**src/rtl/enc_pos_pkg.sv**
```systemverilog
package enc_pos_pkg;

   typedef enum logic [1:0] {
      MODE_QUAD = 2'd0,
      MODE_PDIR = 2'd1,
      MODE_UP   = 2'd2,
      MODE_DOWN = 2'd3
   } cnt_mode_e;

   typedef struct packed {
      logic up;
      logic dn;
   } step_t;

   // byte offsets of the register window
   localparam int OFS_COUNT  = 'h00;
   localparam int OFS_INIT   = 'h04;
   localparam int OFS_MAX    = 'h08;
   localparam int OFS_DECCTL = 'h28;
   localparam int OFS_CTL    = 'h2A;

   // field positions inside the 16-bit control words
   localparam int MODE_LSB = 14;
   localparam int DBL_BIT  = 11;
   localparam int EN_BIT   = 3;

endpackage

```
**src/rtl/enc_sync_filter.sv**
```systemverilog
module enc_sync_filter #(
   parameter int WIDTH       = 2,
   parameter int SYNC_STAGES = 2,
   parameter int FILT_LEN    = 3
) (
   input  logic             clk,
   input  logic             rst_n,
   input  logic [WIDTH-1:0] raw_i,
   output logic [WIDTH-1:0] clean_o
);

   if (SYNC_STAGES < 2) begin : g_bad_sync
      $fatal(1, "enc_sync_filter: SYNC_STAGES must be at least 2");
   end
   if (FILT_LEN < 1) begin : g_bad_filt
      $fatal(1, "enc_sync_filter: FILT_LEN must be at least 1");
   end

   for (genvar i = 0; i < WIDTH; i++) begin : g_bit
      logic [SYNC_STAGES-1:0] sync_q;
      logic                   sync_s;
      logic                   clean_b;

      always_ff @(posedge clk or negedge rst_n) begin
         if (!rst_n) sync_q <= '0;
         else        sync_q <= {sync_q[SYNC_STAGES-2:0], raw_i[i]};
      end
      assign sync_s = sync_q[SYNC_STAGES-1];

      if (FILT_LEN == 1) begin : g_pass
         logic hold_q;
         always_ff @(posedge clk or negedge rst_n) begin
            if (!rst_n) hold_q <= 1'b0;
            else        hold_q <= sync_s;
         end
         assign clean_b = hold_q;
      end else begin : g_filt
         localparam int RUN_W = $clog2(FILT_LEN);
         logic [RUN_W-1:0] run_q;
         logic             level_q;
         always_ff @(posedge clk or negedge rst_n) begin
            if (!rst_n) begin
               run_q   <= '0;
               level_q <= 1'b0;
            end else if (sync_s != level_q) begin
               if (run_q == RUN_W'(FILT_LEN - 1)) begin
                  level_q <= sync_s;
                  run_q   <= '0;
               end else begin
                  run_q <= run_q + RUN_W'(1);
               end
            end else begin
               run_q <= '0;
            end
         end
         assign clean_b = level_q;
      end

      assign clean_o[i] = clean_b;
   end

endmodule

```
**src/rtl/enc_step_decode.sv**
```systemverilog
module enc_step_decode
   import enc_pos_pkg::*;
(
   input  logic      clk,
   input  logic      rst_n,
   input  cnt_mode_e mode_i,
   input  logic      dbl_edge_i,
   input  logic      a_i,
   input  logic      b_i,
   output step_t     step_o,
   output logic      a_chg_o,
   output logic      b_chg_o
);

   logic a_q, b_q;
   logic a_rise, a_tick;

   always_ff @(posedge clk or negedge rst_n) begin
      if (!rst_n) begin
         a_q <= 1'b0;
         b_q <= 1'b0;
      end else begin
         a_q <= a_i;
         b_q <= b_i;
      end
   end

   assign a_chg_o = a_i ^ a_q;
   assign b_chg_o = b_i ^ b_q;
   assign a_rise  = a_i & ~a_q;
   assign a_tick  = dbl_edge_i ? a_chg_o : a_rise;

   always_comb begin
      step_o = '0;
      unique case (mode_i)
         MODE_QUAD: begin
            // exactly one input moved: A ahead of B means forward
            if (a_chg_o ^ b_chg_o) begin
               if (a_i ^ b_q) step_o.up = 1'b1;
               else           step_o.dn = 1'b1;
            end
         end
         MODE_PDIR: begin
            if (a_rise) begin
               if (b_i) step_o.up = 1'b1;
               else     step_o.dn = 1'b1;
            end
         end
         MODE_UP:   step_o.up = a_tick;
         MODE_DOWN: step_o.dn = a_tick;
         default:   step_o = '0;
      endcase
   end

endmodule

```
**src/rtl/enc_pos_core.sv**
```systemverilog
module enc_pos_core
   import enc_pos_pkg::*;
#(
   parameter int CNT_W = 32
) (
   input  logic             clk,
   input  logic             rst_n,
   input  logic             en_i,
   input  step_t            step_i,
   input  logic             load_init_i,
   input  logic [CNT_W-1:0] init_i,
   input  logic             wr_ok_i,
   input  logic [CNT_W-1:0] wr_val_i,
   input  logic [CNT_W-1:0] max_i,
   output logic [CNT_W-1:0] pos_o
);

   logic [CNT_W-1:0] pos_q;
   logic [CNT_W-1:0] pos_inc, pos_dec;

   assign pos_inc = (pos_q >= max_i) ? '0 : pos_q + CNT_W'(1);
   assign pos_dec = (pos_q == '0) ? max_i : pos_q - CNT_W'(1);

   always_ff @(posedge clk or negedge rst_n) begin
      if (!rst_n)                   pos_q <= '0;
      else if (wr_ok_i)             pos_q <= wr_val_i;
      else if (load_init_i)         pos_q <= init_i;
      else if (en_i && step_i.up)   pos_q <= pos_inc;
      else if (en_i && step_i.dn)   pos_q <= pos_dec;
   end

   assign pos_o = pos_q;

endmodule

```
**src/rtl/enc_pos_counter.sv**
```systemverilog
module enc_pos_counter
   import enc_pos_pkg::*;
#(
   parameter int CNT_W       = 32,
   parameter int DATA_W      = 32,
   parameter int ADDR_W      = 6,
   parameter int SYNC_STAGES = 2,
   parameter int FILT_LEN    = 3
) (
   input  logic              clk,
   input  logic              rst_n,
   input  logic              enc_a,
   input  logic              enc_b,
   input  logic              bus_wr,
   input  logic [ADDR_W-1:0] bus_addr,
   input  logic [DATA_W-1:0] bus_wdata,
   output logic [DATA_W-1:0] bus_rdata,
   output logic [CNT_W-1:0]  position
);

   localparam logic [ADDR_W-1:0] A_COUNT  = ADDR_W'(OFS_COUNT);
   localparam logic [ADDR_W-1:0] A_INIT   = ADDR_W'(OFS_INIT);
   localparam logic [ADDR_W-1:0] A_MAX    = ADDR_W'(OFS_MAX);
   localparam logic [ADDR_W-1:0] A_DECCTL = ADDR_W'(OFS_DECCTL);
   localparam logic [ADDR_W-1:0] A_CTL    = ADDR_W'(OFS_CTL);

   if (DATA_W < CNT_W) begin : g_bad_data
      $fatal(1, "enc_pos_counter: DATA_W must cover CNT_W");
   end
   if (DATA_W < 16) begin : g_bad_ctl
      $fatal(1, "enc_pos_counter: DATA_W must hold a 16-bit control word");
   end
   if (ADDR_W < 6) begin : g_bad_addr
      $fatal(1, "enc_pos_counter: ADDR_W too small for the register window");
   end

   // register state
   logic [CNT_W-1:0] init_q, max_q;
   cnt_mode_e        mode_q;
   logic             dbl_q, en_q;

   logic wr_count, wr_init, wr_max, wr_dec, wr_ctl;
   logic wfits, wr_ok, en_clear;

   assign wr_count = bus_wr && (bus_addr == A_COUNT);
   assign wr_init  = bus_wr && (bus_addr == A_INIT);
   assign wr_max   = bus_wr && (bus_addr == A_MAX);
   assign wr_dec   = bus_wr && (bus_addr == A_DECCTL);
   assign wr_ctl   = bus_wr && (bus_addr == A_CTL);

   if (DATA_W > CNT_W) begin : g_wide
      assign wfits = ~|bus_wdata[DATA_W-1:CNT_W];
   end else begin : g_exact
      assign wfits = 1'b1;
   end

   assign wr_ok    = wr_count && wfits && (bus_wdata[CNT_W-1:0] <= max_q);
   assign en_clear = wr_ctl && en_q && !bus_wdata[EN_BIT];

   always_ff @(posedge clk or negedge rst_n) begin
      if (!rst_n) begin
         init_q <= '0;
         max_q  <= '1;
         mode_q <= MODE_QUAD;
         dbl_q  <= 1'b0;
         en_q   <= 1'b0;
      end else begin
         if (wr_init) init_q <= bus_wdata[CNT_W-1:0];
         if (wr_max)  max_q  <= bus_wdata[CNT_W-1:0];
         if (wr_dec) begin
            mode_q <= cnt_mode_e'(bus_wdata[MODE_LSB+1:MODE_LSB]);
            dbl_q  <= bus_wdata[DBL_BIT];
         end
         if (wr_ctl)  en_q <= bus_wdata[EN_BIT];
      end
   end

   // read path
   logic [15:0] dec_word, ctl_word;
   always_comb begin
      dec_word = '0;
      dec_word[MODE_LSB+1:MODE_LSB] = mode_q;
      dec_word[DBL_BIT] = dbl_q;
      ctl_word = '0;
      ctl_word[EN_BIT] = en_q;
   end

   always_comb begin
      bus_rdata = '0;
      case (bus_addr)
         A_COUNT:  bus_rdata[CNT_W-1:0] = position;
         A_INIT:   bus_rdata[CNT_W-1:0] = init_q;
         A_MAX:    bus_rdata[CNT_W-1:0] = max_q;
         A_DECCTL: bus_rdata[15:0]      = dec_word;
         A_CTL:    bus_rdata[15:0]      = ctl_word;
         default:  bus_rdata = '0;
      endcase
   end

   // datapath
   logic [1:0] clean_ab;
   step_t      step;
   logic       a_chg, b_chg;

   enc_sync_filter #(
      .WIDTH      (2),
      .SYNC_STAGES(SYNC_STAGES),
      .FILT_LEN   (FILT_LEN)
   ) u_cond (
      .clk    (clk),
      .rst_n  (rst_n),
      .raw_i  ({enc_a, enc_b}),
      .clean_o(clean_ab)
   );

   enc_step_decode u_dec (
      .clk       (clk),
      .rst_n     (rst_n),
      .mode_i    (mode_q),
      .dbl_edge_i(dbl_q),
      .a_i       (clean_ab[1]),
      .b_i       (clean_ab[0]),
      .step_o    (step),
      .a_chg_o   (a_chg),
      .b_chg_o   (b_chg)
   );

   enc_pos_core #(
      .CNT_W(CNT_W)
   ) u_core (
      .clk        (clk),
      .rst_n      (rst_n),
      .en_i       (en_q),
      .step_i     (step),
      .load_init_i(en_clear),
      .init_i     (init_q),
      .wr_ok_i    (wr_ok),
      .wr_val_i   (bus_wdata[CNT_W-1:0]),
      .max_i      (max_q),
      .pos_o      (position)
   );

endmodule

```
**config.mk**
```make
export PLATFORM = sky130hd
export DESIGN_NAME = enc_pos_counter
export DESIGN_NICKNAME = d
export VERILOG_FILES = /design/src/rtl/enc_pos_pkg.sv /design/src/rtl/enc_sync_filter.sv /design/src/rtl/enc_step_decode.sv /design/src/rtl/enc_pos_core.sv /design/src/rtl/enc_pos_counter.sv
export SDC_FILE = /design/constraint.sdc
export NUM_CORES = 1
export LEC_CHECK = 0
export ABC_CLOCK_PERIOD_IN_PS = 3950
export BUFFER_PORTS_ARGS = -buffer_cell sky130_fd_sc_hd__buf_2
export CAP_MARGIN = 10
export CELL_PAD_IN_SITES_DETAIL_PLACEMENT = 2
export CELL_PAD_IN_SITES_GLOBAL_PLACEMENT = 2
export CORE_MARGIN = 1
export CORE_UTILIZATION = 37
export CTS_CLUSTER_SIZE = 28
export DETAILED_ROUTE_END_ITERATION = 7
export GPL_TIMING_DRIVEN = 0
export PLACE_DENSITY_LB_ADDON = 0.2
export SYNTH_ARGS = -nofsm -noshare
export SYNTH_HDL_FRONTEND = slang
export SYNTH_HIERARCHICAL = 1
export SYNTH_SLANG_ARGS = --single-unit
```
**constraint.sdc**
```tcl
create_clock -name clk -period 3.95 [get_ports clk]
set_input_delay 0 -clock clk [delete_from_list [all_inputs] [get_ports clk]]
set_output_delay 0 -clock clk [all_outputs]
set_load 0.02 [all_outputs]
```
==> results_dict.tcl <==
set metrics [dict create \
    syn_to_final_growth_pct 20.3 \
    setup_tns_ps 0 \
    syn-cell-area_mm2 0.00902 \
    fill_cells 2680 \
    viasPerCell 6.20 \
    syn_area_per_cell_um2 8.93 \
    min_path_type "in -> reg" \
    die_x_um 158 \
    wl_per_cell_um 27.4 \
    grt_usage 0.335 \
    powerDensity_mw_per_mm2 508 \
    start_util 0.381 \
    tightest_slew_ps 1280 \
    first_iter_violations 766 \
    numPortBuffers 105 \
    slowest_stage "dfstp_2" \
    coreArea_mm2 0.0237 \
    clk_pin_slew_ps 90 \
    arrival_ps 4050 \
    period_share 0.966 \
    root_buffer "clkbuf_16" \
    end_kind "flop" \
    clk_latency_ps 370 \
    finalClockSkew_ps 10.9 \
    grt_pass1_vias 9940 \
    max_stage_delay_ps 600 \
    gr-total-overflow 0 \
    die_area_mm2 0.0250 \
    cts_made_buffers 9 \
    cp_top_family "simple AND/OR/NAND/NOR gates" \
    critPathLaunchType "flop" \
    clockBufferDepth 2 \
    final_cell_count_no_fill 1493 \
    synth_cells 1010 \
    rsz0062_at_grt "yes" \
    grt_max_degree 70 \
    syn_nets 1121 \
    clock.fmax_mhz 262 \
    ff_latch_area_mm2 0.00284 \
    dp_hpwl_um 29300 \
    clock-sinks 112 \
    finalNetCount 1280 \
    relSlewSlack 0.137 \
    hold_violations 0 \
    htreeDepth 3 \
    maxCapViolCount 0 \
    row_count 56 \
    cts_tree "built" \
    num_vias 9260 \
    drive_gt1_frac 0.250 \
    wirelength_um 40900 \
    ios 107 \
    multi_input_area_mm2 0.00553 \
    worst-setup-path-type "reg -> reg" \
    first_pass_iters 6 \
    cp.required_ps 4190 \
    detail-route-antenna-nets 0 \
    status "finished, final reports clean" \
    p_leak_nw 4.97 \
    fin_crit_ps 3820 \
    setup_viol 0 \
    yosysWarnings 6 \
    ir_drop_mv 0.246 \
    globalplace.congestion 0.925 \
    die_height_um 158 \
    grt_pass1_wl_um 61700 \
    critPathBufInv 3 \
    cpMostUsedCell "clkbuf_4" \
    drc 0 \
    crit_fanout 10 \
    antenna_cells 0 \
    dp_cells 1435 \
    crit_chain "inv_1, ha_1, nand4_1, nor4_4, a211oi_2, o2111ai_1, o41ai_1, clkbuf_4, nor2_2, and2_1, clkbuf_4, nor4_2, a32oi_1, o221ai_1" \
    maxSlewViolCount 0 \
    antenna_found_initial 0 \
]
report_power, final:
| part | internal [mW] | switching, mW | total, mW |
|---|---|---|---|
| Combinational | 1.04 | 1.66 | 2.69 |
| Clock | 0.515 | 0.534 | 1.05 |
| Sequential | 1.40 | 0.363 | 1.77 |
| Total | 2.95 | 2.55 | 5.51 |
cell usage in the layout, fill, tap and decap left out, types with 15 or more instances in the layout:
cell and instances:
a21oi_1 53, a222oi_1 34, a22oi_1 16, a31oi_1 17, buf_2 116, buf_4 16, clkbuf_1 35, dfrtp_1 80
dfstp_2 32, dlygate4sd3_1 34, ha_1 68, inv_1 110, mux2_2 38, mux2_4 30, nand2_1 77, nand3_1 27
nor2_1 40, nor3_1 24, o21ai_0 52, xnor2_1 29, xor2_1 15
layer usage:
metal,GRT usage,vias up,share of wire
met2,0.565,347,0.48
met4,0.122,0,0.033
met1,0.429,4782,0.42
met3,0.0539,89,0.065
met5,0,-,0
li1,-,4042,-
flip-flops by register name (all words and copies together) (netlist names):
| register | cells |
|---|---|
| u_dec/b_q | 1 |
| mode_q | 2 |
| dbl_q | 1 |
| max_q | 32 |
| u_dec/a_q | 1 |
| u_cond/g_bit.clean_b | 2 |
| u_core/pos_o | 32 |
| u_cond/g_bit.g_filt.run_q | 4 |
| init_q | 32 |
| u_cond/g_bit.sync_q | 4 |
| en_q | 1 |
per-stage QoR:
step | power [mW] | setup slack [ps] | hold slack (ps) | utilization | cell area [um^2]
floorplan | 3.36 | 792 | -296 | - | 9020
global placement | 4.19 | -1100 | 108 | 0.420 | 9950
detailed placement | 4.31 | -1160 | -40.1 | 0.422 | 9990
CTS | 5.43 | 16.2 | 2.06 | 0.454 | 10800
global route | 5.80 | -44.2 | 4.06 | 0.458 | 10900
finish | 5.51 | 133 | 8.59 | 0.458 | 10900
path summary, 6_finish.rpt:
path	cells past startpoint	from	endpoint	slack (ps)
worst max-delay path	14	max_q[15]	u_core/pos_o[14]	130
worst min-delay path	2	bus_wdata[3]	max_q[3]	9
worst max register to register	14	max_q[15]	u_core/pos_o[14]	130
worst min register to register	0	u_cond/g_bit[0].sync_q[0]	u_cond/g_bit[0].sync_q[1]	360
max in group asynchronous	3	rst_n	max_q[30]	3040
min in group asynchronous	2	rst_n	u_cond/g_bit[0].g_filt.run_q[1]	110
area by class of cell:
| type | count | share of cell area |
|---|---|---|
| multi-input cells | 717 | 0.509 |
| clock buffers | 9 | 0.0208 |
| well taps | 319 | 0.0368 |
| repair buffers | 148 | 0.0884 |
| clock inverters | 7 | 0.00923 |
| inverters | 110 | 0.0381 |
| flip-flops and latches | 112 | 0.262 |
| plain buffers | 71 | 0.0355 |
repair_timing:
item,in CTS,in global routing
hold endpoints to repair,128,0
hold buffers,34,0
setup buffers,5,3
resized for setup,25,35
pin swaps,3,2
cloned,0,0
endpoints found under the setup margin,32,32
Power figures use the tool's default switching activity.
